File: config.mk
export PLATFORM = sky130hd
export DESIGN_NAME = buck_cycle_gate
export DESIGN_NICKNAME = d
export VERILOG_FILES = /design/src/rtl/bcg_pkg.sv /design/src/rtl/bcg_ocp_guard.sv /design/src/rtl/bcg_boot_refresh.sv /design/src/rtl/buck_cycle_gate.sv
export SDC_FILE = /design/constraint.sdc
export NUM_CORES = 1
export LEC_CHECK = 0
export BUFFER_PORTS_ARGS = -buffer_cell sky130_fd_sc_hd__clkbuf_2
export CAP_MARGIN = 10
export CORE_UTILIZATION = 57
export CTS_CLUSTER_SIZE = 14
export DETAILED_ROUTE_END_ITERATION = 10
export PLACE_DENSITY = 0.78
export SYNTH_ARGS = -nofsm -noshare
export SYNTH_HDL_FRONTEND = slang
export SYNTH_SLANG_ARGS = --single-unit
File: constraint.sdc
create_clock -name clk -period 2.49 [get_ports clk]
set_input_delay 0.498 -clock clk [delete_from_list [all_inputs] [get_ports clk]]
set_output_delay 0.498 -clock clk [all_outputs]
set_load 0.02 [all_outputs]
File: src/rtl/bcg_pkg.sv
package bcg_pkg;

    // Drive state of the power stage; BOOT is a forced low-side window.
    typedef enum logic [1:0] {
        DRV_TRI  = 2'd0,
        DRV_HS   = 2'd1,
        DRV_LS   = 2'd2,
        DRV_BOOT = 2'd3
    } drv_mode_e;

endpackage

File: src/rtl/bcg_ocp_guard.sv
module bcg_ocp_guard #(
    parameter int OC_LIMIT     = 4,
    parameter int RETRY_CYCLES = 6,
    parameter int SKIP_CYCLES  = 4
) (
    input  logic clk,
    input  logic rst_n,
    input  logic enable,
    input  logic latch_mode,
    input  logic cyc_start,
    input  logic hs_active,
    input  logic ilim_hit,
    input  logic fb_low,
    output logic oc_block,
    output logic skip_now
);

    localparam int CW = $clog2(OC_LIMIT + 1);
    localparam int RW = $clog2(RETRY_CYCLES + 1);
    localparam int SW = $clog2(SKIP_CYCLES + 1);

    typedef struct packed {
        logic          ran;
        logic          trip;
        logic [CW-1:0] cnt;
        logic          off;
        logic [RW-1:0] retry;
        logic [SW-1:0] skip;
    } ocp_st_t;

    ocp_st_t st_d, st_q;
    logic    ran_now, trip_now;
    logic [CW:0] cnt_next;

    always_comb begin
        st_d     = st_q;
        oc_block = 1'b0;
        skip_now = 1'b0;
        ran_now  = st_q.ran | hs_active;
        trip_now = st_q.trip | ilim_hit;
        cnt_next = {1'b0, st_q.cnt};
        if (!enable) begin
            st_d = '0;
        end else begin
            if (hs_active) st_d.ran = 1'b1;
            if (ilim_hit)  st_d.trip = 1'b1;
            if (ilim_hit && fb_low) st_d.skip = SW'(SKIP_CYCLES);
            if (cyc_start) begin
                // Tally for the period that just ended.
                if (ran_now) begin
                    cnt_next = trip_now ? ({1'b0, st_q.cnt} + 1'b1) : '0;
                end
                st_d.ran  = 1'b0;
                st_d.trip = 1'b0;
                skip_now  = (st_q.skip != '0);
                if (skip_now) st_d.skip = st_q.skip - 1'b1;
                if (st_q.off) begin
                    st_d.cnt = '0;
                    if (!latch_mode && st_q.retry == '0) begin
                        st_d.off = 1'b0;
                    end else begin
                        oc_block = 1'b1;
                        if (st_q.retry != '0) st_d.retry = st_q.retry - 1'b1;
                    end
                end else if (cnt_next >= (CW+1)'(OC_LIMIT)) begin
                    st_d.off   = 1'b1;
                    st_d.retry = RW'(RETRY_CYCLES - 1);
                    st_d.cnt   = '0;
                    oc_block   = 1'b1;
                end else begin
                    st_d.cnt = cnt_next[CW-1:0];
                end
            end
        end
    end

    always_ff @(posedge clk or negedge rst_n) begin
        if (!rst_n) st_q <= '0;
        else        st_q <= st_d;
    end

    assert_skip_load_R4: assert property (@(posedge clk) disable iff (!rst_n)
        (enable && ilim_hit && fb_low) |=> (st_q.skip == SW'(SKIP_CYCLES)));

    assert_latch_hold_R11: assert property (@(posedge clk) disable iff (!rst_n)
        (enable && latch_mode && st_q.off) |=> st_q.off);

    assert_release_clears_R8: assert property (@(posedge clk) disable iff (!rst_n)
        (!enable) |=> (!st_q.off && st_q.skip == '0 && st_q.cnt == '0));

endmodule

File: src/rtl/bcg_boot_refresh.sv
module bcg_boot_refresh #(
    parameter int BOOT_PERIOD  = 8,
    parameter int MIN_OFF_CLKS = 3
) (
    input  logic clk,
    input  logic rst_n,
    input  logic enable,
    input  logic cyc_start,
    input  logic hs_active,
    output logic boot_now,
    output logic win_expire
);

    localparam int RNW = $clog2(BOOT_PERIOD);
    localparam int TW  = $clog2(MIN_OFF_CLKS + 1);

    typedef struct packed {
        logic           full;
        logic [RNW-1:0] run;
        logic [TW-1:0]  tmr;
    } boot_st_t;

    boot_st_t st_d, st_q;
    logic     full_now;

    always_comb begin
        st_d       = st_q;
        boot_now   = 1'b0;
        full_now   = st_q.full & hs_active;
        win_expire = enable && !cyc_start && (st_q.tmr == TW'(1));
        if (!enable) begin
            st_d = '0;
        end else if (cyc_start) begin
            st_d.run  = full_now ? (st_q.run + 1'b1) : '0;
            boot_now  = (st_d.run == RNW'(BOOT_PERIOD - 1));
            st_d.full = 1'b1;
            st_d.tmr  = boot_now ? TW'(MIN_OFF_CLKS) : '0;
        end else begin
            st_d.full = full_now;
            if (st_q.tmr != '0) st_d.tmr = st_q.tmr - 1'b1;
        end
    end

    always_ff @(posedge clk or negedge rst_n) begin
        if (!rst_n) st_q <= '0;
        else        st_q <= st_d;
    end

    assert_window_count_R5: assert property (@(posedge clk) disable iff (!rst_n)
        (enable && !cyc_start && st_q.tmr != '0) |=> (st_q.tmr == $past(st_q.tmr) - 1'b1));

    assert_run_bound_R5: assert property (@(posedge clk) disable iff (!rst_n)
        boot_now |=> (st_q.tmr == TW'(MIN_OFF_CLKS)));

endmodule

File: src/rtl/buck_cycle_gate.sv
module buck_cycle_gate
    import bcg_pkg::*;
#(
    parameter int OC_LIMIT     = 4,
    parameter int RETRY_CYCLES = 6,
    parameter int SKIP_CYCLES  = 4,
    parameter int BOOT_PERIOD  = 8,
    parameter int MIN_OFF_CLKS = 3
) (
    input  logic clk,
    input  logic rst_n,
    input  logic cyc_start,
    input  logic pwm_trip,
    input  logic ilim_trip,
    input  logic fb_low,
    input  logic ov_flag,
    input  logic therm_flag,
    input  logic enable,
    input  logic latch_mode,
    output logic hs_on,
    output logic ls_on,
    output logic sw_tristate
);

    typedef struct packed {
        drv_mode_e mode;
    } gate_st_t;

    gate_st_t st_d, st_q;
    logic     hs_active, ilim_hit;
    logic     oc_block, skip_now, boot_now, win_expire;

    assign hs_active = (st_q.mode == DRV_HS);
    // Trips on the start clock are blanked.
    assign ilim_hit  = hs_active && ilim_trip && !cyc_start;

    bcg_ocp_guard #(
        .OC_LIMIT     (OC_LIMIT),
        .RETRY_CYCLES (RETRY_CYCLES),
        .SKIP_CYCLES  (SKIP_CYCLES)
    ) i_ocp (
        .clk        (clk),
        .rst_n      (rst_n),
        .enable     (enable),
        .latch_mode (latch_mode),
        .cyc_start  (cyc_start),
        .hs_active  (hs_active),
        .ilim_hit   (ilim_hit),
        .fb_low     (fb_low),
        .oc_block   (oc_block),
        .skip_now   (skip_now)
    );

    bcg_boot_refresh #(
        .BOOT_PERIOD  (BOOT_PERIOD),
        .MIN_OFF_CLKS (MIN_OFF_CLKS)
    ) i_boot (
        .clk        (clk),
        .rst_n      (rst_n),
        .enable     (enable),
        .cyc_start  (cyc_start),
        .hs_active  (hs_active),
        .boot_now   (boot_now),
        .win_expire (win_expire)
    );

    always_comb begin
        st_d = st_q;
        if (!enable || therm_flag) begin
            st_d.mode = DRV_TRI;
        end else if (cyc_start) begin
            if (ov_flag || oc_block) st_d.mode = DRV_TRI;
            else if (skip_now)       st_d.mode = DRV_LS;
            else if (boot_now)       st_d.mode = DRV_BOOT;
            else                     st_d.mode = DRV_HS;
        end else begin
            unique case (st_q.mode)
                DRV_HS:   if (pwm_trip || ilim_trip) st_d.mode = DRV_LS;
                DRV_BOOT: if (win_expire) st_d.mode = DRV_HS;
                default:  st_d.mode = st_q.mode;
            endcase
        end
    end

    always_ff @(posedge clk or negedge rst_n) begin
        if (!rst_n) st_q <= '{mode: DRV_TRI};
        else        st_q <= st_d;
    end

    assign hs_on       = (st_q.mode == DRV_HS);
    assign ls_on       = (st_q.mode == DRV_LS) || (st_q.mode == DRV_BOOT);
    assign sw_tristate = (st_q.mode == DRV_TRI);

    assert_trip_cuts_R3: assert property (@(posedge clk) disable iff (!rst_n)
        (hs_on && ilim_trip && !cyc_start && enable && !therm_flag) |=> ls_on);

    assert_therm_release_R7: assert property (@(posedge clk) disable iff (!rst_n)
        therm_flag |=> sw_tristate);

    assert_enable_release_R8: assert property (@(posedge clk) disable iff (!rst_n)
        (!enable) |=> sw_tristate);

    assert_ov_midcycle_R6: assert property (@(posedge clk) disable iff (!rst_n)
        (hs_on && ov_flag && !cyc_start && !ilim_trip && !pwm_trip && enable && !therm_flag)
        |=> hs_on);

    assert_oc_block_R9: assert property (@(posedge clk) disable iff (!rst_n)
        (cyc_start && oc_block && enable) |=> sw_tristate);

endmodule

; After elaboration in Yosys (flattened, before gate mapping)
; Cells that the tools add are included.
[classes]
bitwise = 3
n_mux = 39
addsub = 5
n_lt_le_gt_ge = 1
n_eq_ne = 14
n_reduce_logical = 21
[ops]
columns = operator, count
row1 = two-way mux 12 bit, 2
row2 = two-way mux 3 bit, 7
row3 = two-way mux 2 bit, 10
row4 = two-way mux 4 bit, 5
row5 = two-way mux 1 bit, 12
row6 = != test 3 x 2 -> 1 bit (second input constant), 3
row7 = two-way mux 7 bit, 1
row8 = logical AND 1 bit, 6
row9 = two-way mux 6 bit, 1
row10 = != test 3 bit (second input constant), 2
row11 = nonzero test 3 bit, 2
row12 = subtractor 3 x 1 -> 3 bit (second input constant), 2
row13 = adder 3 x 1 -> 4 bit (second input constant), 1
row14 = equality test 2 x 1 -> 1 bit (second input constant), 2
row15 = equality test 2 bit (second input constant), 2
row16 = greater-or-equal comparator 4 x 3 -> 1 bit (second input constant), 1
row17 = logical OR 1 bit, 4
row18 = != test 4 x 2 -> 1 bit (second input constant), 1
row19 = != test 4 x 3 -> 1 bit (second input constant), 1
row20 = one-hot mux 2 bit (2 select lines), 1
row21 = AND reduction 4 bit, 1
row22 = nonzero test 4 bit, 1
row23 = adder 3 x 1 -> 3 bit (second input constant), 1
row24 = equality test 3 bit (second input constant), 1
row25 = other kinds (10), 13
[totals]
reg_bits = 20
input_bits = 10
elab_cells = 93
out_inout_bits = 3

; Depth between registers and ports, before layout
; Gate-level depths: netlist (run 1).
[logic_depth]
word_depth = 17
depth_mapped = 7
ltp_nobuf = 7

; By module
; From an unflattened synthesis (run 1), not the netlist that was laid out.
[hier_totals]
cells_unflattened = 135
area_unflattened_um2 = 1323.8
[by_module_without_submodules]
columns = mod, seq_area_each_um2, instances, cells_each, area_each_um2
row1 = bcg_ocp_guard, 300.3, 1, 76, 760.7
row2 = bcg_boot_refresh, 150.1, 1, 35, 347.8
row3 = buck_cycle_gate, 50.0, 1, 24, 215.2

; Least setup slack after synthesis (run 1)
; No wires, ideal clock.
[synth_timing]
path_kind = input to register
from = input port cyc_start
to = register st_q[1] (netlist bit)
required_time_ns = 2.414
arrival_time_ns = 1.669
path_stages = 5
setup_ns = 0.076
path_buffers = 1
slack_ns = 0.745
path_cell_list = buf_2 -> nand3_1 -> or4_4 -> a311o_1 -> o21ai_1
[synth_between]
elab_chain_cells = 16
elab_cells_between_ends = 28
[synth_rtl]
columns = element, line_no
row1 = "start, declared", buck_cycle_gate.sv:12  ; input logic cyc_start,
row2 = zero test 1 bit, "bcg_boot_refresh.sv:30, buck_cycle_gate.sv:35"
row3 = logical AND 1 bit, buck_cycle_gate.sv:35  ; assign ilim_hit = hs_active && ilim_trip && !cyc_start;
row4 = OR 1 bit, bcg_ocp_guard.sv:40  ; trip_now = st_q.trip | ilim_hit;
row5 = two-way mux 4 bit, bcg_ocp_guard.sv:51  ; cnt_next = trip_now ? ({1'b0, st_q.cnt} + 1'b1) : '0;
row6 = two-way mux 4 bit, bcg_ocp_guard.sv:50  ; if (ran_now) begin
row7 = two-way mux 4 bit, bcg_ocp_guard.sv:48  ; if (cyc_start) begin
row8 = two-way mux 4 bit, bcg_ocp_guard.sv:42  ; if (!enable) begin
row9 = greater-or-equal comparator 4 x 3 -> 1 bit, bcg_ocp_guard.sv:65  ; end else if (cnt_next >= (CW+1)'(OC_LIMIT)) begin
row10 = two-way mux 1 bit, bcg_ocp_guard.sv:65
row11 = two-way mux 1 bit, bcg_ocp_guard.sv:57  ; if (st_q.off) begin
row12 = two-way mux 1 bit, bcg_ocp_guard.sv:48
row13 = two-way mux 1 bit, bcg_ocp_guard.sv:42
row14 = logical OR 1 bit, buck_cycle_gate.sv:72  ; if (ov_flag || oc_block) st_d.mode = DRV_TRI;
row15 = two-way mux 2 bit, buck_cycle_gate.sv:72
row16 = two-way mux 2 bit, buck_cycle_gate.sv:71  ; end else if (cyc_start) begin
row17 = two-way mux 2 bit, buck_cycle_gate.sv:69  ; if (!enable || therm_flag) begin
row18 = "end signal, assigned", buck_cycle_gate.sv:86  ; if (!rst_n) st_q <= '{mode: DRV_TRI};
row19 = "end signal, assigned", buck_cycle_gate.sv:87  ; else st_q <= st_d;
row20 = "end, declared", buck_cycle_gate.sv:29  ; gate_st_t st_d, st_q;
; Parallel ways exist; a longest one is shown, timed or not. The select of a mux whose other input is x is not followed.
; A chain may end at the register's enable or synchronous reset.

; Worst setup path after layout (run 1)
[layout_timing]
from = register st_q[0] (netlist bit)
to = output port hs_on
[layout_between]
elab_chain_cells = 1
[layout_rtl]
columns = element, line_no
row1 = equality test 2 x 1 -> 1 bit, buck_cycle_gate.sv:90  ; assign hs_on = (st_q.mode == DRV_HS);
row2 = "end, declared", buck_cycle_gate.sv:20  ; output logic hs_on,
; Every way passes these cells.

==> implementation parameters, run 1 <==
Parameter                              Value

Route
  Total number of vias    973
  Sum of routed wire length over all layers    ~2.2 mm
  Number of DRC violations after detailed routing    0
  1st-iter DRT viols    15
  Drt via density    5.62
  First-pass iteration count of the detailed router    4
  Average wire per cell in the routed design    12.6 um
  Final antenna-violating net count    0

Yosys
  Gate count of the mapped netlist    roughly 140
  Synthesized Nets    155
  Top flip-flop cell by instance count after synthesis    sky130_fd_sc_hd__dfrtp_1
  Share of synthesized cell area in full adder, half adder and majority cells    0.0809
  Largest family of logic cells by synthesized area    simple AND/OR/NAND/NOR gates
  Post-synthesis simple-gate area fraction    0.247
  Yosys synthesis warning count    0
  Syn Std Cell Area    1240 um^2
  Synth Area per Inst    9.03 um^2
  Register area share after synthesis    0.404
  Post-synth EDFFs    0
  Proportion of synthesized area in mux cells    0.00809
  Unique masters post-synth    44
  Fraction of the mapped netlist area in compound gates    0.191
  Fraction of synthesized cell area in xor and xnor cells    0.0142
  Ys async rst share    1.00
  Synthesized flop and latch total    20

Floorplan
  Chip height    48.6 um
  Cell row count    16
  Area of the core    2000 um^2
  X dimension of the die    48.6 um
  Top Ports    13
  Full die area    2360 um^2
  Initial core utilization    0.618

Place
  Number of instances in the placed design    170
  Count of input and output buffers    12
  Final GP Congestion    0.804
  Post-DP HPWL    about 1.6 mm
  Post-Place Setup Slack    0.501 ns

Cells and area
  Commonest non-fill, non-tap cell in the layout    sky130_fd_sc_hd__dfrtp_1
  Leading cell types in the layout, fill and taps excluded    sky130_fd_sc_hd__dfrtp_1, sky130_fd_sc_hd__nor2_1, sky130_fd_sc_hd__clkbuf_2
  Total area of multi-input combinational cells    669 um^2
  Finished Layout Cells    173
  Antenna diode count    0
  Fraction of layout cells with a size suffix above 1    0.144
  Number of fillers in the final layout    between 150 and 200
  Growth of design area from synthesis to finish    7.58%
  Net count of the finished layout    166
  Total area of sequential cells    500 um^2

Clock tree
  Sinks on the clock net    20
  TritonCTS clock tree    built
  Clk Tree Root Cell    sky130_fd_sc_hd__clkbuf_4
  Maximum level of the CTS H-tree    1
  Total of hold buffers inserted after clock tree synthesis    0
  Count of buffers added by post-CTS timing repair for setup    0
  Worst-Skew Late Latency    0.30 ns
  Number of buffers inserted during clock tree synthesis    3
  Cells resized by post-CTS repair    0
  CTS max path bufs    2
  Clock slew at the register clock pins of the worst setup and hold paths    0.11 ns

Job
  Max-cap violations    0

Power
  Pwr/cell area    roughly 510 nW/um^2
  Part of the total power dissipated in the clock network    0.225
  Share of power burned in combinational logic    0.241
  Power spent charging and discharging nets    0.000204 W
  Static Leak    0.635 nW
  Worst-case vdd ir drop    0.000391 V
  Internal power component    ~0.00047 W
  Sequential share of power    0.534
  Fraction of power spent switching nets    0.302
  Post-route total power    approximately 0.00068 W

Worst setup path
  Category of the worst setup path capture point    output pin
  Capture point of the worst reg-to-reg path    st_q[1]
  Critical path class    reg2out
  First element of the critical path    st_q[0]
  Critical path fanouts, max    7
  Register-to-Register Path Depth    5
  Startpoint types    register
  Flop2flop setup slack    0.66 ns
  WP data arrival    1.46 ns
  Required time at the endpoint of the critical path    1.99 ns
  Crit Reg-Reg Startpoint    i_boot.st_q[2]
  Critical Path End    hs_on

STA
  Slew headroom    0.667
  Final setup margin    0.530 ns
  Measured slew at the worst slew-check pin    around 0.50 ns
  Final setup violation count    0
  Final Max Slew Viols    0
  Post-route clock skew    around 0.0045 ns
  RSZ-0062 raised after global routing    no
  Setup TNS    0 ns
  Upper clock frequency limit    510 MHz
  Final count of hold timing violations    0
  Final clock period utilization by the worst path    0.787
  Worst hold slack across all endpoints    0.138 ns
  Period minus WS final    a little under 2 ns

Min path
  Class of the worst hold path    in2async

GRT
  Global-route usage over all layers    0.225
  Antenna violations before repair    0
  Global-route wire length before repair    4.13 mm
  Vias in the first global route    about 930
  Remaining global-route overflow    0
  Maximum number of pins on one net before global-route repair    21

Status
  Result of the run    complete, no violations
[worst min path at each step]
stage	end	slack [ns]	depth (start not counted)
floorplan	i_boot.st_q[0]	0.20	0
global route	i_boot.st_q[1]	0.17	1
finish	i_boot.st_q[1]	0.14	1
detailed placement	i_boot.st_q[3]	0.48	2
CTS	i_boot.st_q[1]	0.16	1
global placement	i_boot.st_q[1]	0.48	1
[flip-flops by register name (all words and copies together) (netlist names)]
name         flops
i_boot.st_q      6
i_ocp.st_q      12
st_q             2
[cells in the mapped netlist, drive strengths merged, types with 3 or more instances]
| library cell | count | area, um^2 |
|---|---|---|
| ha | 8 | 100 |
| dfrtp | 20 | 500 |
| a21oi | 5 | 25.0 |
| o21ai | 11 | 55.1 |
| inv | 10 | 37.5 |
| nor2b | 4 | 25.0 |
| clkbuf | 4 | 15.0 |
| nor2 | 14 | 52.6 |
| nand3 | 8 | 40.0 |
| buf | 3 | 15.0 |
| nand2 | 9 | 33.8 |
| nand2b | 3 | 18.8 |
[critical path, stage by stage, from the launching register on]
cell and delay (ns):
sky130_fd_sc_hd__dfrtp_1 0.49, sky130_fd_sc_hd__nor2b_1 0.42, sky130_fd_sc_hd__clkbuf_2 0.25
[through the flow]
| stage | util | cell area (um^2) |
|---|---|---|
| after detailed placement | 0.654 | 1310 |
| final | 0.665 | 1330 |
| after CTS | 0.665 | 1330 |
| after global routing | 0.665 | 1330 |
| after global placement | 0.654 | 1310 |
| after floorplan | - | 1240 |
[cell type report]
| cell class | instances | share of cell area |
|---|---|---|
| Multi-Input combinational cell | 100 | 0.503 |
| Sequential cell | 20 | 0.376 |
| Timing Repair Buffer | 13 | 0.0508 |
| Inverter | 10 | 0.0282 |
| Tap cell | 27 | 0.0254 |
| Clock buffer | 3 | 0.0169 |
[cells by family (layout without fill, tap and decap cells)]
kind of cell,count (synthesis),after routing
flip-flops,20,20
multiplexers,1,1
AND/OR/NAND/NOR,54,54
XOR/XNOR,2,2
AO/OA/AOI/OAI,35,35
buffers and inverters,17,26
adder cells (fa/ha/maj),8,8
[power groups by stage]
| stage | sequential [W] | clock, W | combinational, W |
|---|---|---|---|
| 2_1_floorplan | 0.000364 | 0 | 0.000124 |
| 3_3_place_gp | 0.000367 | 0 | 0.000160 |
| 3_5_place_dp | 0.000367 | 0 | 0.000162 |
| 4_1_cts | 0.000361 | 0.000154 | 0.000164 |
| 5_1_grt | 0.000364 | 0.000171 | 0.000189 |
| 6_report | 0.000361 | 0.000152 | 0.000163 |
[per-layer routing]
layer | part of all wire | GRT usage
met1 | 0.51 | 0.305
met2 | 0.44 | 0.366
met4 | 0.017 | 0.0735
met3 | 0.035 | 0.0409
met5 | 0 | 0
Note: power is estimated with default switching activity, not from simulation.
==> run 2, diff against run 1 <==
- clock period: 2.49 -> 2 ns (I/O delays scaled with it)
==> implementation parameters, run 2 (synthesized netlist as in run 1, its figures left out) <==
Parameter                              Value

Worst setup path
  Capture point of the worst reg-to-reg path    st_q[1]
  Register-to-Register Path Depth    5 (unchanged)
  Critical path fanouts, max    7 (unchanged)
  Category of the worst setup path capture point    output pin
  Flop2flop setup slack    0.18 ns (-0.48 ns)
  Crit Reg-Reg Startpoint    i_boot.st_q[2]
  Required time at the endpoint of the critical path    1.60 ns (-0.39 ns)
  Critical Path End    hs_on
  First element of the critical path    st_q[0]
  Logic depth of the worst path, buffers included    2 (unchanged)
  Startpoint types    register
  WP data arrival    1.46 ns (about the same)
  WP buf/inv    1 (unchanged)
  Slowest stage cell on the critical path    sky130_fd_sc_hd__dfrtp_1
  Series of cell instances along the critical path    nor2b_1 > clkbuf_2
  Kind of cell adding the most delay to the critical path    flip-flops
  Max stage delay on crit path    0.49 ns (about the same)
  Critical path class    reg2out

Route
  Drt via density    5.77 (+2.5%)
  Sum of routed wire length over all layers    2.44 mm (+12%)
  Average wire per cell in the routed design    13.8 um (+10%)
  Final antenna-violating net count    0 (unchanged)
  1st-iter DRT viols    32 (+17)
  Number of DRC violations after detailed routing    0 (unchanged)
  Total number of vias    1,015 (+4.3%)
  First-pass iteration count of the detailed router    4 (unchanged)

STA
  Upper clock frequency limit    537 MHz
  Measured slew at the worst slew-check pin    0.504 ns (+0.00367 ns)
  Final clock period utilization by the worst path    0.932
  Period minus WS final    1.86 ns
  RSZ-0062 raised after global routing    no
  Final count of hold timing violations    0 (unchanged)
  Final setup violation count    0 (unchanged)
  Final Max Slew Viols    0 (unchanged)
  Post-route clock skew    0.00481 ns (+0.000331 ns)
  Slew headroom    0.664 (-0.00245)
  Setup TNS    0 ns (unchanged)

Cells and area
  Leading cell types in the layout, fill and taps excluded    sky130_fd_sc_hd__dfrtp_1, sky130_fd_sc_hd__nor2_1, sky130_fd_sc_hd__clkbuf_2
  Net count of the finished layout    169 (+1.8%)
  Commonest non-fill, non-tap cell in the layout    sky130_fd_sc_hd__dfrtp_1
  Number of flip-flops under the largest register name    12 (unchanged)
  Register ranked first by flip-flop count    i_ocp.st_q
  Antenna diode count    0 (unchanged)
  Final Util    0.676 (+0.0112)
  Growth of design area from synthesis to finish    9.40%
  Largest regs    i_ocp.st_q: 12 flops, i_boot.st_q: 6 flops, st_q: 2 flops
  Final std cell area, no fill    1350 um^2 (+1.7%)
  Fraction of layout cells with a size suffix above 1    0.161 (+0.0172)

Clock tree
  Count of buffers added by post-CTS timing repair for setup    0 (unchanged)
  Cells resized by post-CTS repair    0 (unchanged)
  Clock slew at the register clock pins of the worst setup and hold paths    0.11 ns (about the same)
  Worst-Skew Late Latency    0.30 ns (about the same)
  Sinks on the clock net    20 (unchanged)
  TritonCTS clock tree    built
  Maximum level of the CTS H-tree    1 (unchanged)
  CTS max path bufs    2 (unchanged)
  Number of buffers inserted during clock tree synthesis    3 (unchanged)
  Clk Tree Root Cell    sky130_fd_sc_hd__clkbuf_4
  Total of hold buffers inserted after clock tree synthesis    0 (unchanged)

Place
  Post-DP HPWL    1.82 mm (+13%)
  Placed Instance Area    1330 um^2 (+1.7%)
  Count of input and output buffers    12 (unchanged)
  Final GP Congestion    0.855 (+6.3%)

GRT
  Global-route wire length before repair    4.28 mm (+3.7%)
  Maximum number of pins on one net before global-route repair    21 (unchanged)
  Global-route usage over all layers    0.235 (+0.00999)
  Vias in the first global route    1,027 (+11%)
  Antenna violations before repair    0 (unchanged)
  Remaining global-route overflow    0 (unchanged)

Floorplan
  Area of the core    2000 um^2 (unchanged)
  Initial core utilization    0.618 (unchanged)
  X dimension of the die    48.6 um (unchanged)
  Chip height    48.6 um (unchanged)
  Full die area    2360 um^2 (unchanged)
  Top Ports    13 (unchanged)
  Cell row count    16 (unchanged)

Power
  Static Leak    0.650 nW (+2.5%)
  Pwr/cell area    623 nW/um^2 (+23%)
  Worst-case vdd ir drop    0.000453 V (+16%)

Status
  Result of the run    complete, no violations

Min path
  Class of the worst hold path    in2async

Job
  Max-cap violations    0 (unchanged)
[run 2: changes by cell type in the layout (fill, tap and decap cells not counted)]
cell,delta
sky130_fd_sc_hd__buf_4,+3
[run 2: stage by stage]
stage	hold WS [ns]	power [W]	setup slack, ns	instances
after global routing	0.0674	0.000904	0.0174	176
final	0.0431	0.000844	0.136	176
after global placement	0.389	0.000658	0.251	173
after detailed placement	0.391	0.000662	0.187	173
after floorplan	0.104	0.000607	0.273	137
after CTS	0.0552	0.000851	0.146	176
[run 2: power breakdown]
group	total (W)	internal, W	switching [W]
sequential	0.000449	0.000429	0.0000201
combinational	0.000205	0.0000897	0.000115
clock	0.000190	0.0000703	0.000119
total	0.000844	0.000589	0.000254
[run 2: metal layers]
metal,vias up,global-route usage,share of wire
met5,-,0,0
met4,0,0.0980,0.011
met3,2,0.0283,0.041
met2,39,0.425,0.49
met1,467,0.282,0.45
li1,507,-,-
[run 2: layout make-up]
type / count / area [um^2]
Inverter: 10 / 37.5
Clock buffer: 3 / 22.5
Multi-Input combinational cell: 100 / 669
Fill cell: 164 / 648
Tap cell: 27 / 33.8
Sequential cell: 20 / 500
Timing Repair Buffer: 16 / 90.1
[run 2: how the worst min path moves through the flow]
stage	from	endpoint	slack [ns]	cells after the start
2_1_floorplan	rst_n	i_boot.st_q[0]	0.10	0
3_3_place_gp	rst_n	i_boot.st_q[0]	0.39	1
3_5_place_dp	rst_n	i_ocp.st_q[2]	0.39	1
4_1_cts	rst_n	i_ocp.st_q[2]	0.06	1
5_1_grt	rst_n	st_q[0]	0.07	1
6_report	rst_n	i_ocp.st_q[2]	0.04	1
